### src/rtl/tick_timer_pkg.sv
package tick_timer_pkg;
   typedef enum logic [1:0] {
      SLOT_CTRL    = 2'd0,
      SLOT_RELOAD  = 2'd1,
      SLOT_CURRENT = 2'd2,
      SLOT_PEND    = 2'd3
   } slot_e;

   localparam int CB_RUN   = 0;
   localparam int CB_IRQEN = 1;
   localparam int CB_CORE  = 2;
   localparam int CB_DIV   = 3;
   localparam int CB_FLAG  = 16;
endpackage

### src/rtl/tick_timer_tickgen.sv
module tick_timer_tickgen #(
   parameter int PRESCALE    = 8,
   parameter int SYNC_STAGES = 2
) (
   input  logic clk,
   input  logic rst_n,
   input  logic run,
   input  logic halt,
   input  logic use_core,
   input  logic use_div,
   input  logic ext_tick,
   output logic tick
);
   if (SYNC_STAGES < 2) begin : g_bad_sync
      $error("SYNC_STAGES must be at least 2");
   end
   if (PRESCALE < 1) begin : g_bad_pre
      $error("PRESCALE must be at least 1");
   end

   logic [SYNC_STAGES-1:0] sync_q;
   logic                   ext_prev_q;
   logic                   ext_rise;
   logic                   core_tick;

   always_ff @(posedge clk or negedge rst_n) begin
      if (!rst_n) sync_q[0] <= 1'b0;
      else        sync_q[0] <= ext_tick;
   end

   for (genvar s = 1; s < SYNC_STAGES; s++) begin : g_sync
      always_ff @(posedge clk or negedge rst_n) begin
         if (!rst_n) sync_q[s] <= 1'b0;
         else        sync_q[s] <= sync_q[s-1];
      end
   end

   always_ff @(posedge clk or negedge rst_n) begin
      if (!rst_n) ext_prev_q <= 1'b0;
      else        ext_prev_q <= sync_q[SYNC_STAGES-1];
   end

   assign ext_rise = sync_q[SYNC_STAGES-1] & ~ext_prev_q;

   if (PRESCALE > 1) begin : g_prescale
      localparam int PW = $clog2(PRESCALE);
      logic [PW-1:0] pre_q;
      logic          pre_wrap;

      assign pre_wrap = (pre_q == PW'(PRESCALE - 1));

      always_ff @(posedge clk or negedge rst_n) begin
         if (!rst_n)                           pre_q <= '0;
         else if (!run || !use_core || !use_div) pre_q <= '0;
         else if (!halt)                       pre_q <= pre_wrap ? '0 : pre_q + PW'(1);
      end

      assign core_tick = use_div ? pre_wrap : 1'b1;


      prescale_gap_chk: assert property (@(posedge clk) disable iff (!rst_n)
         (run && use_core && use_div && tick) |=> !tick);
   end else begin : g_noprescale
      logic unused_div;
      assign unused_div = use_div;
      assign core_tick  = 1'b1;
   end

   assign tick = run & ~halt & (use_core ? core_tick : ext_rise);


   ext_single_chk: assert property (@(posedge clk) disable iff (!rst_n)
      (!use_core && tick) |=> !tick);
endmodule

### src/rtl/tick_timer_counter.sv
module tick_timer_counter #(
   parameter int CNT_W = 24
) (
   input  logic             clk,
   input  logic             rst_n,
   input  logic             tick,
   input  logic             load,
   input  logic [CNT_W-1:0] reload_val,
   output logic [CNT_W-1:0] count,
   output logic             wrap
);
   assign wrap = tick & ~load & (count == CNT_W'(1));

   always_ff @(posedge clk or negedge rst_n) begin
      if (!rst_n)    count <= '0;
      else if (load) count <= reload_val;
      else if (tick) count <= (count == '0) ? reload_val : count - CNT_W'(1);
   end


   step_down_chk: assert property (@(posedge clk) disable iff (!rst_n)
      (tick && !load && count != '0) |=> count == $past(count) - CNT_W'(1));


   force_load_chk: assert property (@(posedge clk) disable iff (!rst_n)
      load |=> count == $past(reload_val));


   zero_hold_chk: assert property (@(posedge clk) disable iff (!rst_n)
      (tick && !load && count == '0 && reload_val == '0) |=> (count == '0 && !wrap));
endmodule

### src/rtl/tick_timer.sv
module tick_timer
   import tick_timer_pkg::*;
#(
   parameter int CNT_W       = 24,
   parameter int DATA_W      = 32,
   parameter int PRESCALE    = 8,
   parameter int SYNC_STAGES = 2
) (
   input  logic              clk,
   input  logic              rst_n,
   input  logic [1:0]        bus_addr,
   input  logic              bus_wr,
   input  logic              bus_rd,
   input  logic [DATA_W-1:0] bus_wdata,
   output logic [DATA_W-1:0] bus_rdata,
   input  logic              ext_tick_i,
   input  logic              dbg_halt_i,
   output logic              irq_o
);
   if (CNT_W < 2 || CNT_W >= DATA_W || CB_FLAG >= DATA_W) begin : g_bad_width
      $error("CNT_W must lie in 2..DATA_W-1 and the flag bit must fit DATA_W");
   end

   logic             run_q, irqen_q, core_q, div_q, flag_q, irq_q;
   logic [CNT_W-1:0] reload_q;
   logic [CNT_W-1:0] cur_count;
   logic             tick, wrap;
   logic             wr_ctrl, wr_reload, wr_cur, pend_go, rd_ctrl;
   logic             unused_wdata_bits;

   assign unused_wdata_bits = ^bus_wdata[DATA_W-1:CNT_W];

   assign wr_ctrl   = bus_wr && (bus_addr == SLOT_CTRL);
   assign wr_reload = bus_wr && (bus_addr == SLOT_RELOAD);
   assign wr_cur    = bus_wr && (bus_addr == SLOT_CURRENT);
   assign pend_go   = bus_wr && (bus_addr == SLOT_PEND) && bus_wdata[0];
   assign rd_ctrl   = bus_rd && !bus_wr && (bus_addr == SLOT_CTRL);

   tick_timer_tickgen #(
      .PRESCALE    (PRESCALE),
      .SYNC_STAGES (SYNC_STAGES)
   ) u_tickgen (
      .clk      (clk),
      .rst_n    (rst_n),
      .run      (run_q),
      .halt     (dbg_halt_i),
      .use_core (core_q),
      .use_div  (div_q),
      .ext_tick (ext_tick_i),
      .tick     (tick)
   );

   tick_timer_counter #(
      .CNT_W (CNT_W)
   ) u_counter (
      .clk        (clk),
      .rst_n      (rst_n),
      .tick       (tick),
      .load       (wr_cur),
      .reload_val (reload_q),
      .count      (cur_count),
      .wrap       (wrap)
   );

   always_ff @(posedge clk or negedge rst_n) begin
      if (!rst_n) begin
         run_q   <= 1'b0;
         irqen_q <= 1'b0;
         core_q  <= 1'b0;
         div_q   <= 1'b0;
      end else if (wr_ctrl) begin
         run_q   <= bus_wdata[CB_RUN];
         irqen_q <= bus_wdata[CB_IRQEN];
         core_q  <= bus_wdata[CB_CORE];
         div_q   <= bus_wdata[CB_DIV];
      end
   end

   always_ff @(posedge clk or negedge rst_n) begin
      if (!rst_n)         reload_q <= '0;
      else if (wr_reload) reload_q <= bus_wdata[CNT_W-1:0];
   end

   always_ff @(posedge clk or negedge rst_n) begin
      if (!rst_n)                 flag_q <= 1'b0;
      else if (wrap)              flag_q <= 1'b1;
      else if (rd_ctrl || wr_cur) flag_q <= 1'b0;
   end

   always_ff @(posedge clk or negedge rst_n) begin
      if (!rst_n) irq_q <= 1'b0;
      else        irq_q <= (wrap & irqen_q) | pend_go;
   end

   assign irq_o = irq_q;

   always_comb begin
      bus_rdata = '0;
      case (slot_e'(bus_addr))
         SLOT_CTRL: begin
            bus_rdata[CB_RUN]   = run_q;
            bus_rdata[CB_IRQEN] = irqen_q;
            bus_rdata[CB_CORE]  = core_q;
            bus_rdata[CB_DIV]   = div_q;
            bus_rdata[CB_FLAG]  = flag_q;
         end
         SLOT_RELOAD:  bus_rdata = DATA_W'(reload_q);
         SLOT_CURRENT: bus_rdata = DATA_W'(cur_count);
         default:      bus_rdata = '0;
      endcase
   end


   flag_set_chk: assert property (@(posedge clk) disable iff (!rst_n)
      wrap |=> flag_q);


   flag_clear_chk: assert property (@(posedge clk) disable iff (!rst_n)
      (rd_ctrl && !wrap) |=> !flag_q);


   pend_irq_chk: assert property (@(posedge clk) disable iff (!rst_n)
      pend_go |=> irq_o);


   irq_gate_chk: assert property (@(posedge clk) disable iff (!rst_n)
      (!irqen_q && !pend_go) |=> !irq_o);


   halt_freeze_chk: assert property (@(posedge clk) disable iff (!rst_n)
      (dbg_halt_i && !wr_cur) |=> $stable(cur_count));
endmodule

### config.mk
export PLATFORM = sky130hd
export DESIGN_NAME = tick_timer
export DESIGN_NICKNAME = d
export VERILOG_FILES = /design/src/rtl/tick_timer_pkg.sv /design/src/rtl/tick_timer_tickgen.sv /design/src/rtl/tick_timer_counter.sv /design/src/rtl/tick_timer.sv
export SDC_FILE = /design/constraint.sdc
export NUM_CORES = 1
export LEC_CHECK = 0
export BUFFER_PORTS_ARGS = -buffer_cell sky130_fd_sc_hd__clkbuf_2
export CAP_MARGIN = 20
export CORE_ASPECT_RATIO = 0.75
export CORE_MARGIN = 1.5
export CORE_UTILIZATION = 55
export DETAILED_ROUTE_END_ITERATION = 8
export GPL_ROUTABILITY_DRIVEN = 0
export HOLD_SLACK_MARGIN = 0.03
export PLACE_DENSITY = 0.85
export SETUP_SLACK_MARGIN = 0.2
export SLEW_MARGIN = 0
export SYNTH_ARGS = -nofsm -noshare
export SYNTH_HDL_FRONTEND = slang
export SYNTH_SLANG_ARGS = --single-unit
export TNS_END_PERCENT = 50
### constraint.sdc
create_clock -name clk -period 3.4 [get_ports clk]
set_clock_uncertainty 0.05 [all_clocks]
set_input_delay 0.68 -clock clk [delete_from_list [all_inputs] [get_ports clk]]
set_output_delay 0.68 -clock clk [all_outputs]
set_load 0.02 [all_outputs]
After elaboration in Yosys (flattened, before gate mapping)

Index checks and enable logic that the tools add are counted.

Register bits: 60
Bits in latches: 0
Memories kept: 0
Output and inout port bits: 33
Bits in read-only memories: 0
Bits in writable memories: 0

Div/mod/pow operators: 0
$mul: 0
Shift-type cells: 0
Add/subtract/negate cells: 2
Reductions and logical operators: 18
Mux-type cells: 14
$lt $le $gt $ge: 0
Equality and inequality tests: 6
Bitwise logic cells: 10

Operators with widths:

| cell                  | count |
|---|---|
| $mux 24               | 3 |
| $eq 24x1->1 const B   | 1 |
| $logic_not 24->1      | 1 |
| $pmux 12 s2           | 1 |
| $sub 24x1->24 const B | 1 |
| $pmux 7 s2            | 1 |
| $pmux 4 s3            | 1 |
| $mux 3                | 3 |
| $logic_and 1x1->1     | 7 |
| $and 1x1->1           | 6 |
| $eq 2x2->1 const B    | 2 |
| $logic_not 1->1       | 4 |
| $mux 1                | 4 |
| $reduce_bool 2->1     | 2 |
| $add 3x1->3 const B   | 1 |
| $eq 3x3->1 const B    | 1 |
| $logic_or 1x1->1      | 3 |
| $not 1->1             | 3 |
| $pmux 1 s3            | 1 |
| $eq 2x1->1 const B    | 1 |
| $logic_not 2->1       | 1 |
| $ne 2x1->1 const B    | 1 |
| $or 1x1->1            | 1 |

Longest topological paths before layout

Depth in word-level cells: 8
Mapped depth: 9
Depth with buffers taken out: 7

Modules after synthesis

A second synthesis with hierarchy kept.

Cells, all modules: 353
Area, all modules: 3,614.7 um^2

By module, submodules not included:

| module             | instances | cells each | area each (um^2) |
|---|---|---|---|
| tick_timer         | 1         | 138        | 1,714.1 |
| tick_timer_counter | 1         | 195        | 1,645.3 |
| tick_timer_tickgen | 1         | 20         | 255.2 |

Worst setup path before layout

No wires, ideal clock.

Path kind: input -> output
Start point: input bus_addr[0]
End point: output bus_rdata[0]
Buffers on the path: 2
Arrival time: 1.810 ns
Required time: 2.670 ns
Stages: 6
Slack: 0.860 ns
Cell sequence: inv_1 > ha_1 > clkbuf_1 > clkbuf_1 > a222oi_1 > nor2_1

Cells in the longest elaborated chain, start to end: 2

Ends and longest elaborated chain:

| element                                  | RTL line         | RTL |
|---|---|---|
| start: declaration                       | tick_timer.sv:11 | `input logic [1:0] bus_addr,` |
| $eq 2x2->1, or another cell as far along | tick_timer.sv:99 | `case (slot_e'(bus_addr))` |
| $pmux 4 s3 (*)                           | tick_timer.sv:99 |  |
| end: declaration                         | tick_timer.sv:15 | `output logic [DATA_W-1:0] bus_rdata,` |

Every way passes the cells marked *; elsewhere a longest branch is shown, timed or not.

Final worst setup path

Start point: register u_counter.count[18]
End point: register u_counter.count[3]

Cells in the longest elaborated chain, start to end: 4

Ends and longest elaborated chain:

| element                  | RTL line                 | RTL |
|---|---|---|
| start: declaration       | tick_timer_counter.sv:9  | `output logic [CNT_W-1:0] count,` |
| start signal: assignment | tick_timer_counter.sv:16 | `else if (load) count <= reload_val;` |
| start signal: assignment | tick_timer_counter.sv:17 | `else if (tick) count <= (count == '0) ? reload_val : count - CNT_W'(1);` |
| $logic_not 24->1         | tick_timer_counter.sv:17 |  |
| $mux 24 (2 in a row)     | tick_timer_counter.sv:17 |  |
| $mux 24                  | tick_timer_counter.sv:16 |  |

No other way between the ends. The select of a mux whose other input is x is not followed.
A chain may end at the register's enable or synchronous reset.

==> metrics.yaml <==
timing:
  worst_slew_pin_slew_ns: 0.778
  min_period_ns: 2.83
  setup_viol: 0
  drv_slew: 0
  hold_viol_final: 0
  max_freq_mhz: 354
  rsz0062_at_grt: "false"
  finalSetupTns_ns: 0
  period_share_pct: 83.2
  slew_headroom_pct: 48.1
clock_tree:
  cts_buffers: 9
  cts_hold_buf: 0
  cts-root-buf: "clkbuf_8"
  ctsResizeCount: 0
  worstSkewPairLatency_ns: 0.34
  cts_setup_buffers: 0
  clk_pin_slew_ns: 0.06
  cts_max_level: 3
  cts_max_path_buffers: 2
  cts_tree: "yes"
  cts.sinks: 60
detailed_routing:
  routed_wl_um: 8660
  via_count: 3083
  drc: 0
  first_iter_violations: 300
  antenna_left: 0
  viasPerCell: 6.33
  wl_per_cell_um: 17.8
  firstDrtPassIters: 6
layout:
  nets: 451
  antenna_cells: 0
  mostFrequentLayoutCells: "dfrtp_1, clkbuf_2, mux2_2"
  stdcell_area_mm2: 0.00402
  regArea_mm2: 0.00150
  synthToLayoutAreaGrowth_pct: 14.2
  final_common_cell: "dfrtp_1"
  multiInputGateArea_mm2: 0.00185
  fillers: 523
  drive_above_1_share_pct: 29.3
floorplan:
  die_area_mm2: 0.00690
  die_h_um: 72.3
  start_util_pct: 56.3
  io_pins: 73
  fp.coreArea_mm2: 0.00626
  rows: 25
  die_x_um: 95.4
pwr:
  switching_share_pct: 37.0
  ir_drop_uv: 316
  seq_power_share_pct: 46.8
  p_per_area_mw_per_mm2: 596
  intPower_w: 0.00151
  cellLeakagePower_nw: 1.77
  power.share.combinational_pct: 29.6
  switching_power_w: 0.000888
  clockPowerShare_pct: 23.6
logic_synthesis:
  syn_avg_cell_area_um2: 10.1
  synth_xor_area_share_pct: 0
  synth_edf_count: 0
  synthMuxAreaShare_pct: 9.99
  postSynthCellCount: 347
  ys_seq_elements: 60
  mappedNetlistArea_mm2: 0.00352
  synth_top_family_by_area: "compound AO/OA/AOI/OAI gates"
  async_flop_share_pct: 100
  synth_cell_types: 56
  synth_fa_ha_area_share_pct: 3.20
  yosysWarnings: 0
  synth_ff_type: "dfrtp_1"
  synthSimpleGateAreaFrac_pct: 19.2
  synth_compound_area_share_pct: 19.3
  ys_seq_area_share_pct: 42.6
grt:
  grt_pass1_vias: 2713
  gr-total-overflow: 0
  grt_pass1_wl_um: 14000
  grt_max_degree: 32
  grt_antenna_before_repair: 0
  track_usage_pct: 27.0
critical_path:
  worst-path-max-fanout: 11
  crit_arrival_ns: 3.06
  crit_required_ns: 3.63
  end_kind: "register"
  worst-setup-path-type: "register to register"
  critPathLaunchType: "register"
run_status:
  outcome: "finished, final reports clean"
min_path:
  holdCritPathClass: "register to register"
placement:
  portBuffers: 56
  dpl_cell_area_mm2: 0.00385
  hpwlAfterDp_um: 6250
run:
  maxCapViolCount: 0
-- state kept, by name, indices dropped and copies added (netlist names), 2 cells and up --
register	count
u_tickgen.sync_q	2
u_counter.count	24
reload_q	24
u_tickgen.g_prescale.pre_q	3
-- synth_stat cells, types with 6 or more instances --
library cell   n  area share, %
nand2_1       11            1.2
dfrtp_1       60             43
nor3_1        14            2.0
inv_1          7           0.75
nor2b_1       21            3.7
nor2_1        20            2.1
clkbuf_1      14            1.5
buf_4          9            1.9
mux2_2        29            9.3
nor4_1        10            1.8
a22oi_1       19            4.1
nand3_1       16            2.3
o21ai_0       12            1.7
ha_1           9            3.2
and3_1         6            1.1
a21oi_1        9            1.3
-- worst max-delay path, stage by stage (launching register included) --
cell and delay (ns):
dfrtp_1 0.44, or4_1 0.57, or3_1 0.52, o31a_1 0.52, nor2_1 0.44, a221o_1 0.22
-- layout make-up --
type / count / area share [%]
tap: 81 / 2.52
sequential: 60 / 37.3
multi-input combinational: 257 / 45.9
inverter: 7 / 0.654
timing repair buffer: 67 / 9.34
clock buffer: 13 / 3.95
clock inverter: 2 / 0.249
-- per-stage QoR --
stage	std cells	hold WS [ns]	power, W	util (%)	setup slack, ns
after global routing	487	0.318	0.00254	64.3	0.456
after floorplan	354	0.281	0.00160	-	0.860
after detailed placement	472	0.289	0.00183	61.6	0.601
final	487	0.301	0.00240	64.3	0.573
after global placement	472	0.286	0.00179	61.6	0.647
after CTS	487	0.303	0.00240	64.3	0.610
-- per-layer routing --
metal  routed length [µm]  up-vias  global-route usage [%]
met2                 3800      164                    39.3
met5                    0        -                       0
li1                     -     1423                       -
met4                   96        0                    7.52
met1                 4030     1485                    39.4
met3                  735       11                    7.65
-- power by group through the flow --
stage	clock network [W]	registers (W)	logic, W
3_3_place_gp	0	0.00111	0.000676
5_1_grt	0.000609	0.00115	0.000777
6_report	0.000565	0.00112	0.000709
4_1_cts	0.000576	0.00111	0.000707
2_1_floorplan	0	0.00104	0.000562
3_5_place_dp	0	0.00113	0.000706
-- path summary, 6_finish.rpt --
| kind | slack, ns | cells past startpoint | start | end |
|---|---|---|---|---|
| min | 0.30 | 0 | u_tickgen.sync_q[0]$_DFF_PN0_ | u_tickgen.sync_q[1]$_DFF_PN0_ |
| min reg2reg | 0.30 | 0 | u_tickgen.sync_q[0]$_DFF_PN0_ | u_tickgen.sync_q[1]$_DFF_PN0_ |
| min in group asynchronous | 0.36 | 1 | rst_n | reload_q[4]$_DFFE_PN0P_ |
| max reg2reg | 0.57 | 5 | u_counter.count[18]$_DFFE_PN0P_ | u_counter.count[3]$_DFFE_PN0P_ |
| max in group asynchronous | 2.31 | 2 | rst_n | irqen_q$_DFFE_PN0P_ |
| max | 0.57 | 5 | u_counter.count[18]$_DFFE_PN0P_ | u_counter.count[3]$_DFFE_PN0P_ |
-- cell families (layout without fill, tap and decap cells) --
group | count (synthesis) | count (layout)
AND/OR/NAND/NOR | 122 | 122
other | 1 | 8
AO/OA/AOI/OAI | 87 | 87
multiplexers | 31 | 31
adder cells (fa/ha/maj) | 9 | 9
buffers and inverters | 37 | 89
flip-flops | 60 | 60
(Power assumes the default switching activity.)
